<file path="src/rtl/sdm_decim_pkg.sv">
package sdm_decim_pkg;

  localparam int RATIO_W  = 8;
  localparam int CNT_W    = 7;
  localparam int SETTLE_N = 3;
  localparam int SETTLE_W = 2;

  typedef enum logic [1:0] {
    RATE_125 = 2'b00,
    RATE_128 = 2'b01,
    RATE_105 = 2'b10,
    RATE_81  = 2'b11
  } rate_e;

  function automatic logic [RATIO_W-1:0] ratio_of(input logic [1:0] sel);
    case (sel)
      RATE_125: ratio_of = 8'd125;
      RATE_128: ratio_of = 8'd128;
      RATE_105: ratio_of = 8'd105;
      default:  ratio_of = 8'd81;
    endcase
  endfunction

  function automatic logic [CNT_W-1:0] last_count_of(input logic [1:0] sel);
    case (sel)
      RATE_125: last_count_of = 7'd124;
      RATE_128: last_count_of = 7'd127;
      RATE_105: last_count_of = 7'd104;
      default:  last_count_of = 7'd80;
    endcase
  endfunction

  function automatic logic [1:0] gain_shift_of(input logic [1:0] sel);
    case (sel)
      RATE_105: gain_shift_of = 2'd1;
      RATE_81:  gain_shift_of = 2'd2;
      default:  gain_shift_of = 2'd0;
    endcase
  endfunction

endpackage

</file>
<file path="src/rtl/decim_sequencer.sv">
module decim_sequencer
  import sdm_decim_pkg::*;
(
  input  logic                clk,
  input  logic                rst,
  input  logic [1:0]          rate_sel,
  output logic                dec_tick,
  output logic                sel_change,
  output logic [1:0]          cur_sel,
  output logic [SETTLE_W-1:0] settle_cnt,
  output logic                sample_settling
);

  logic [CNT_W-1:0] phase_cnt;

  assign dec_tick        = (phase_cnt == last_count_of(cur_sel));
  assign sel_change      = dec_tick && (rate_sel != cur_sel);
  assign sample_settling = (settle_cnt != '0);

  always_ff @(posedge clk) begin
    if (rst) begin
      phase_cnt  <= '0;
      cur_sel    <= rate_sel;
      settle_cnt <= SETTLE_W'(SETTLE_N);
    end else if (dec_tick) begin
      phase_cnt <= '0;
      cur_sel   <= rate_sel;
      if (sel_change)
        settle_cnt <= SETTLE_W'(SETTLE_N);
      else if (sample_settling)
        settle_cnt <= settle_cnt - 1'b1;
    end else begin
      phase_cnt <= phase_cnt + 1'b1;
    end
  end

endmodule

</file>
<file path="src/rtl/cic_integrators.sv">
module cic_integrators #(
  parameter int ACC_W  = 23,
  parameter int STAGES = 3
) (
  input  logic                    clk,
  input  logic                    rst,
  input  logic                    bit_in,
  output logic signed [ACC_W-1:0] integ_out
);

  logic signed [ACC_W-1:0] feed  [STAGES];
  logic signed [ACC_W-1:0] stage [STAGES];

  // +1 for a one, -1 for a zero
  assign feed[0] = {{(ACC_W-1){~bit_in}}, 1'b1};

  for (genvar s = 0; s < STAGES; s++) begin : g_int
    logic signed [ACC_W-1:0] acc_q;
    always_ff @(posedge clk) begin
      if (rst) acc_q <= '0;
      else     acc_q <= acc_q + feed[s];
    end
    assign stage[s] = acc_q;
    if (s + 1 < STAGES) begin : g_link
      assign feed[s+1] = acc_q;
    end
  end

  assign integ_out = stage[STAGES-1];

endmodule

</file>
<file path="src/rtl/cic_combs.sv">
module cic_combs #(
  parameter int ACC_W  = 23,
  parameter int STAGES = 3
) (
  input  logic                    clk,
  input  logic                    rst,
  input  logic                    en,
  input  logic signed [ACC_W-1:0] comb_in,
  output logic signed [ACC_W-1:0] comb_out
);

  logic signed [ACC_W-1:0] diff [STAGES+1];

  assign diff[0] = comb_in;

  for (genvar s = 0; s < STAGES; s++) begin : g_comb
    logic signed [ACC_W-1:0] dly_q;
    always_ff @(posedge clk) begin
      if (rst)     dly_q <= '0;
      else if (en) dly_q <= diff[s];
    end
    assign diff[s+1] = diff[s] - dly_q;
  end

  assign comb_out = diff[STAGES];

endmodule

</file>
<file path="src/rtl/pcm_normalizer.sv">
module pcm_normalizer #(
  parameter int ACC_W      = 23,
  parameter int PCM_W      = 16,
  parameter int NORM_SHIFT = 21
) (
  input  logic                    clk,
  input  logic                    rst,
  input  logic                    load,
  input  logic                    settling,
  input  logic [1:0]              gain_shift,
  input  logic signed [ACC_W-1:0] comb_val,
  output logic signed [PCM_W-1:0] pcm_out,
  output logic                    pcm_valid,
  output logic                    pcm_settle
);

  localparam int WIDE_W = ACC_W + 3;
  localparam int DROP   = NORM_SHIFT - (PCM_W - 1);

  function automatic logic signed [PCM_W-1:0] scale_sample(
    input logic signed [ACC_W-1:0] v,
    input logic [1:0]              sh
  );
    logic signed [WIDE_W-1:0] wide;
    logic signed [WIDE_W-1:0] q;
    logic [WIDE_W-PCM_W:0]    hi;
    wide = {{3{v[ACC_W-1]}}, v};
    wide = wide <<< sh;
    q    = wide >>> DROP;
    hi   = q[WIDE_W-1:PCM_W-1];
    if (hi == '0 || hi == '1)
      scale_sample = q[PCM_W-1:0];
    else if (q[WIDE_W-1])
      scale_sample = {1'b1, {(PCM_W-1){1'b0}}};
    else
      scale_sample = {1'b0, {(PCM_W-1){1'b1}}};
  endfunction

  always_ff @(posedge clk) begin
    if (rst) begin
      pcm_out    <= '0;
      pcm_valid  <= 1'b0;
      pcm_settle <= 1'b0;
    end else begin
      pcm_valid  <= load;
      pcm_settle <= load && settling;
      if (load) pcm_out <= scale_sample(comb_val, gain_shift);
    end
  end

endmodule

</file>
<file path="src/rtl/sdm_sinc3_decim.sv">
module sdm_sinc3_decim
  import sdm_decim_pkg::*;
#(
  parameter int ACC_W      = 23,
  parameter int STAGES     = 3,
  parameter int PCM_W      = 16,
  parameter int NORM_SHIFT = 21
) (
  input  logic                    clk,
  input  logic                    rst,
  input  logic                    mod_bit,
  input  logic [1:0]              rate_sel,
  output logic signed [PCM_W-1:0] pcm_out,
  output logic                    pcm_valid,
  output logic                    pcm_settle
);

  logic                    dec_tick;
  logic                    sel_change;
  logic [1:0]              cur_sel;
  logic [SETTLE_W-1:0]     settle_cnt;
  logic                    sample_settling;
  logic signed [ACC_W-1:0] integ_val;
  logic signed [ACC_W-1:0] comb_val;
  logic [1:0]              gain_sh;

  assign gain_sh = gain_shift_of(cur_sel);

  decim_sequencer u_seq (
    .clk(clk), .rst(rst), .rate_sel(rate_sel),
    .dec_tick(dec_tick), .sel_change(sel_change), .cur_sel(cur_sel),
    .settle_cnt(settle_cnt), .sample_settling(sample_settling)
  );

  cic_integrators #(.ACC_W(ACC_W), .STAGES(STAGES)) u_int (
    .clk(clk), .rst(rst), .bit_in(mod_bit), .integ_out(integ_val)
  );

  cic_combs #(.ACC_W(ACC_W), .STAGES(STAGES)) u_comb (
    .clk(clk), .rst(rst), .en(dec_tick),
    .comb_in(integ_val), .comb_out(comb_val)
  );

  pcm_normalizer #(.ACC_W(ACC_W), .PCM_W(PCM_W), .NORM_SHIFT(NORM_SHIFT)) u_norm (
    .clk(clk), .rst(rst), .load(dec_tick), .settling(sample_settling),
    .gain_shift(gain_sh), .comb_val(comb_val),
    .pcm_out(pcm_out), .pcm_valid(pcm_valid), .pcm_settle(pcm_settle)
  );

endmodule


</file>
<file path="config.mk">
export PLATFORM = sky130hd
export DESIGN_NAME = sdm_sinc3_decim
export DESIGN_NICKNAME = d
export VERILOG_FILES = /design/src/rtl/sdm_decim_pkg.sv /design/src/rtl/decim_sequencer.sv /design/src/rtl/cic_integrators.sv /design/src/rtl/cic_combs.sv /design/src/rtl/pcm_normalizer.sv /design/src/rtl/sdm_sinc3_decim.sv
export SDC_FILE = /design/constraint.sdc
export NUM_CORES = 1
export LEC_CHECK = 0
export ABC_AREA = 0
export ABC_CLOCK_PERIOD_IN_PS = 6880
export BUFFER_PORTS_ARGS = -buffer_cell sky130_fd_sc_hd__buf_2
export CORE_MARGIN = 3
export CORE_UTILIZATION = 52
export CTS_BUF_LIST = sky130_fd_sc_hd__clkbuf_4
export CTS_CLUSTER_DIAMETER = 100
export CTS_CLUSTER_SIZE = 20
export DETAILED_ROUTE_END_ITERATION = 16
export HOLD_SLACK_MARGIN = 0.06
export PLACE_DENSITY = 0.77
export SETUP_SLACK_MARGIN = 0.4
export SYNTH_ARGS = -nofsm -noshare
export SYNTH_HDL_FRONTEND = slang
export SYNTH_SLANG_ARGS = --single-unit
</file>
<file path="constraint.sdc">
create_clock -name clk -period 6.88 [get_ports clk]
set_clock_uncertainty 0.2 [all_clocks]
set_input_delay 1.032 -clock clk [delete_from_list [all_inputs] [get_ports clk]]
set_output_delay 1.032 -clock clk [all_outputs]
set_load 0.05 [all_outputs]
</file>
==> results of run 1 <==
routing by layer:
| metal | global-route usage [%] | vias up | routed length [um] |
|---|---|---|---|
| met5 | 0 | - | 0 |
| met4 | 4.96 | 0 | 275 |
| met3 | 3.01 | 22 | 548 |
| met2 | 33.9 | 109 | 10800 |
| met1 | 22.9 | 4304 | 10500 |
| li1 | - | 5004 | - |
kinds of logic (layout without fill, tap and decap cells):
kind of cell,count (synthesis),after routing,synth area share [%]
buf+inv,144,168,4.87
other cells,0,1,0
flops,167,167,29.6
compound gates,384,384,21.8
xor+xnor,120,120,9.54
fa+ha+maj,137,137,15.4
mux,9,9,0.816
simple gates,461,462,17.9
state kept, by name (all words and copies together) (netlist names):
register / count
u_int.g_int.acc_q: 46
u_seq.settle_cnt: 2
u_seq.cur_sel: 2
u_seq.phase_cnt: 7
u_norm.pcm_settle: 1
u_comb.g_comb.dly_q: 69
u_norm.pcm_out: 16
u_norm.pcm_valid: 1
u_int.integ_out: 23
layout make-up:
cell class              count  area share [%]
multi-input cells        1112            61.8
inverters                 103            3.18
well taps                 275            2.83
flip-flops and latches    167            27.7
clock inverters            11            1.44
clock buffers              19            1.17
repair buffers             35            1.83
diodes                      1          0.0206
cell usage after synthesis (4+ instances only):
cell	n
o21ai_0	56
nor3_1	29
ha_1	132
o21bai_1	9
a21boi_0	4
a211oi_1	19
inv_1	100
and2_1	5
o31ai_1	9
xor2_1	46
clkbuf_1	35
a21oi_1	150
or2_2	5
o211ai_1	16
nor2b_1	24
a22o_1	4
xnor2_1	72
o211ai_2	6
mux2i_1	7
nand2_1	183
a31oi_1	13
nor2_1	137
nand4_1	7
or3_1	8
a21o_1	34
and3_1	8
nand3_1	26
o21ai_1	4
nand2b_1	15
nor4_1	4
fa_1	5
dfxtp_1	165
o21a_1	16
cell usage in the layout, fill, tap and decap left out, types with 4 or more instances in the layout:
cell type,netlist,routed
a21oi_1,150,147
ha_1,132,132
xor2_1,46,46
mux2i_1,7,7
o21ai_0,56,53
o211ai_2,6,6
buf_4,1,13
nor4_1,4,4
a211oi_1,19,18
a21boi_0,4,4
a21o_1,34,34
o31ai_1,9,7
or2_2,5,5
bufinv_16,0,4
buf_2,1,21
a21oi_2,1,4
nor3_1,29,29
nand4_1,7,7
and2_1,5,5
o211ai_1,16,16
o21ai_1,4,6
nor2b_1,24,23
a22o_1,4,4
xnor2_1,72,71
dfxtp_1,165,164
o21a_1,16,15
inv_1,100,100
nor2_1,137,136
fa_1,5,4
nand3_1,26,24
clkbuf_4,0,19
nand2_1,183,183
or3_1,8,8
a31oi_1,13,13
o21bai_1,9,9
and3_1,8,7
nand2b_1,15,15
worst max-delay path, delay by kind of cell, from the launching register on:
family                   cells  cell delay [ns]
flip-flops                   1             0.41
buffers and inverters        3             0.39
AO/OA/AOI/OAI               14             2.89
AND/OR/NAND/NOR              3             0.52
XOR/XNOR                     2             0.69
adder cells (fa/ha/maj)      3             0.93
repair_timing:
item,4_1_cts,5_1_grt
endpoints found under the setup margin,2,16
pin swaps,0,8
buffers inserted,0,6
resized for setup,1,18
gates cloned,0,1
endpoints found under the hold margin,0,0
path summary, 6_finish.rpt:
check	from	end	slack, ns	cells past startpoint
worst max-delay path	u_comb.g_comb[0].dly_q[1]	u_norm.pcm_out[2]	0.70	25
worst min-delay path	u_norm.pcm_out[13]	u_norm.pcm_out[13]	0.26	2
worst max register to register	u_comb.g_comb[0].dly_q[1]	u_norm.pcm_out[2]	0.70	25
worst min register to register	u_norm.pcm_out[13]	u_norm.pcm_out[13]	0.26	2
per-stage QoR:
step / setup WS, ns / hold slack [ns] / instances / utilization, % / instance area [um^2]
3_3_place_gp: 0.661 / 0.237 / 1685 / 55.1 / 11700
5_1_grt: 0.342 / 0.276 / 1723 / 57.3 / 12200
4_1_cts: 0.433 / 0.264 / 1715 / 56.7 / 12000
2_1_floorplan: 1.13 / 0.230 / 1422 / - / 11300
6_report: 0.696 / 0.260 / 1723 / 57.3 / 12200
3_5_place_dp: 0.433 / 0.247 / 1685 / 55.1 / 11700
==> impl_results.md, run 1 <==
- Multi-input gate area: approximately 7500 um^2
- Seq/Total Area, Yosys: roughly 30%
- TritonCTS clock tree: done
- Die H: 154 um
- Synth unique cells: 74
- Remaining Overflow, GRT: 0
- Worst Path Max Fanout: 14
- CP Capture Type: flop
- Pins Over Slew Limit: 0
- DP Wirelength: 16,400 um
- Rel. slew slack: roughly 30%
- Area grow syn2layout: 7.08%
- Drt first pass iters: 6
- IO buf count: 22
- Deepest level of the CTS H-tree: 4
- Fmax: around 160 MHz
- First-pass GRT wire length: a little under 40,000 um
- Pin count of the biggest net entering global routing: 70
- Syn avg cell area: 7.98 um^2
- Tcrit/Tclk final: 89.9%
- Worst skew pair latency: between 0.5 and 0.6 ns
- Setup TNS: 0 ns
- Crit start category: flop
- Layout Nets: around 1,600
- Via Count: 9,439
- Worst Path Required: just over 7 ns
- Syn nets: ~1,600
- Asr flop ratio synth: 0%
- Synth top area cells: dfxtp_1 29%, ha_1 15%, a21oi_1 6.6%, nand2_1 6.1%, xnor2_1 5.6%
- Gr usage total: 18.6%
- Final ANT Viol Nets: 0
- Setup Viol. Count Final: 0
- Outcome: completed
- Layout cells sized above 1: under 10%
- Slowest cell on the critical path: xor3_2
- Top cell type's share of synthesized area: 29.1%
- CTS Buf Count: 17
- Core area: between 20,000 and 25,000 um^2
- Residual DRC: 0
- Syn. warnings: 0
- Top FF cell, synth: dfxtp_1
- Clock Pin Slew Worst Setup and Hold Paths: between 0.1 and 0.15 ns
- Hold_buf cts: 0
- # rows: 53
- Post-synth EDFFs: 2
- Vias in the first global route: 8,861
- Initial Util: between 50% and 60%
- Drt wl/cell: roughly 13 um
- Root Driver: clkbuf_4
- Flops & latches, synth: 167
- Register area: 3360 um^2
- CP peak stage delay: 0.53 ns
- Worst-Margin Slew: just over 1 ns
- DRT iter0 DRCs: approximately 370
- Die ar.: 23,600 um^2
- Io pins: 23
- Arr. time, crit path: ~6.4 ns
- RSZ-0062 raised after global routing: false
- Placer Congestion: 0.871
- Yosys top cell by area: dfxtp_1
- Final min period: just over 6 ns
- Initial antenna violation count: 1
- DR vias/cell: between 5 and 6
- Die Wd: between 150 and 200 um
- Gate Count Post-Synth: about 1,400
- Final hold violations: 0
- Clk sink count: between 150 and 200
- CP Class: reg -> reg
- WL final: around 22,000 um
- Syn Std Cell Area: 11,300 um^2
- Fillers: between 1,500 and 2,000
- Maxcap violations: 0
- Clock Tree Buf Depth: 2
- Hold WC Path Type: reg -> reg
Power of run 1 is left out: the tool's default activity adds up to more than one toggle a clock period on the data nets, which glitch-free logic cannot reach.
==> inputs of run 2 (changes only) <==
Settings changed: CTS_BUF_LIST sky130_fd_sc_hd__clkbuf_4 to sky130_fd_sc_hd__clkbuf_8, GPL_TIMING_DRIVEN set to 0, PLACE_DENSITY 0.77 to 0.8.
==> run 2 against run 1 <==
Clock-buffer cell count up 1. Worst setup slack worse by 0.079 ns. Final area grew 2.9%. Critical path depth increased by 3. Die area did not move. Register-to-register slack lost 0.08 ns. Global-route usage grew 3.2 points. Utilization increased by 1.7 points. Critical path type unchanged.
==> impl_results.md, run 2 (synthesis results as in run 1) <==
- Root Driver: clkbuf_8
- TritonCTS clock tree: done
- Via Count: ~10,000
- Layout cells sized above 1: about 7.9%
- Die ar.: roughly 24,000 um^2
- WHS: 0.250 ns
- # rows: 53
- Deepest level of the CTS H-tree: 4
- Most used cell, CP: a21oi_1
- Maxcap violations: 0
- Worst skew pair latency: about 0.47 ns
- WL final: around 26,000 um
- Largest reg by FF count: u_comb.g_comb.dly_q
- Final Cell Area: roughly 13,000 um^2
- Rel. slew slack: approximately 24%
- Vias in the first global route: roughly 9,400
- Placed Area: 11,800 um^2
- Io pins: 23
- Clk sink count: 167
- IO buf count: 21
- Initial Util: around 53%
- Fmax: around 160 MHz
- Final min period: 6.26 ns
- Slowest cell on the critical path: xor3_2
- Antenna cells: 0
- Placed cells: 1,718
- Placer Congestion: approximately 0.93
- Initial antenna violation count: 0
- Core area: around 21,000 um^2
- Utilization after layout: between 50 and 60%
- Final std cells w/o fill: between 1,500 and 2,000
- Gr usage total: a little over a fifth
- Crit start category: flop
- Max reg flops: between 60 and 70
- Area grow syn2layout: 10.2%
- DR vias/cell: about 5.7
- CP Capture Type: flop
- RSZ-0062 raised after global routing: false
- Pin count of the biggest net entering global routing: 23
- DRT iter0 DRCs: 551
- Clock Pin Slew Worst Setup and Hold Paths: 0.09 ns
- Outcome: completed
- Residual DRC: 0
- Worst-Margin Slew: roughly 1.1 ns
- Worst Path Required: 7.03 ns
- Pins Over Slew Limit: 0
- First-pass GRT wire length: between 40,000 and 50,000 um
- Worst Path Max Fanout: 6
- Die H: around 150 um
- Clock Tree Buf Depth: 2
- DP Wirelength: roughly 20,000 um
- Drt wl/cell: roughly 15 um
- Remaining Overflow, GRT: 0
- Tcrit/Tclk final: 91.0%
- Commonest non-fill, non-tap cells in the layout: 183 x nand2_1, 164 x dfxtp_1, 147 x a21oi_1
- Fillers: 1,865
- Arr. time, crit path: 6.41 ns
- Final hold violations: 0
- CTS Buf Count: 17
- CP peak stage delay: approximately 0.57 ns
- Die Wd: between 150 and 200 um
- Layout Nets: approximately 1,600
- Hold WC Path Type: reg -> reg
- Hold_buf cts: 0
- Setup Viol. Count Final: 0
- Final ANT Viol Nets: 0
- Commonest non-fill, non-tap cell in the layout: nand2_1
- Drt first pass iters: 5
- CP Class: reg -> reg
## run 2: per-stage QoR
stage | setup WS (ns) | setup TNS, ns
2_1_floorplan | 1.13 | 0
3_3_place_gp | -0.438 | -6.12
3_5_place_dp | -0.459 | -6.37
4_1_cts | 0.402 | 0
5_1_grt | 0.260 | 0
6_report | 0.617 | 0
## run 2: timing repair
action | in CTS | in global routing
endpoints found under the setup margin | 16 | 16
setup buffers | 2 | 10
gates resized for setup | 6 | 33
pin swaps | 2 | 15
## run 2: path summary, 6_finish.rpt
| check | cells past startpoint | endpoint | slack (ns) | from |
|---|---|---|---|---|
| worst min-delay path | 2 | u_norm.pcm_out[12] | 0.25 | u_norm.pcm_out[12] |
| worst max-delay path | 28 | u_norm.pcm_out[0] | 0.62 | u_int.integ_out[0] |
| worst max register to register | 28 | u_norm.pcm_out[0] | 0.62 | u_int.integ_out[0] |
| worst min register to register | 2 | u_norm.pcm_out[12] | 0.25 | u_norm.pcm_out[12] |
## run 2: layout make-up
cell class,instances,area [um^2],share of cell area [%]
plain buffers,41,170,1.36
clock buffers,20,275,2.20
clock inverters,12,151,1.21
inverters,103,387,3.09
multi-input cells,1111,7620,60.9
flip-flops and latches,167,3360,26.9
well taps,275,344,2.75
repair buffers,33,195,1.56
## run 2: worst max-delay path, delay by kind of cell, from the launching register on
| family | cells | cell delay [ns] |
|---|---|---|
| flops | 1 | 0.36 |
| simple gates | 2 | 0.51 |
| xor+xnor | 3 | 1.03 |
| buf+inv | 3 | 0.30 |
| compound gates | 16 | 2.52 |
| fa+ha+maj | 4 | 1.20 |
## run 2: metal layers
layer  share of wire (%)  vias to the layer above  track usage [%]
li1                    -                     5060                -
met1                  42                     4626             24.8
met2                  50                      218             39.9
met3                 3.6                       63             3.72
met4                 4.3                        0             9.88
met5                   0                        -                0
Power of run 2 is left out for the same reason.
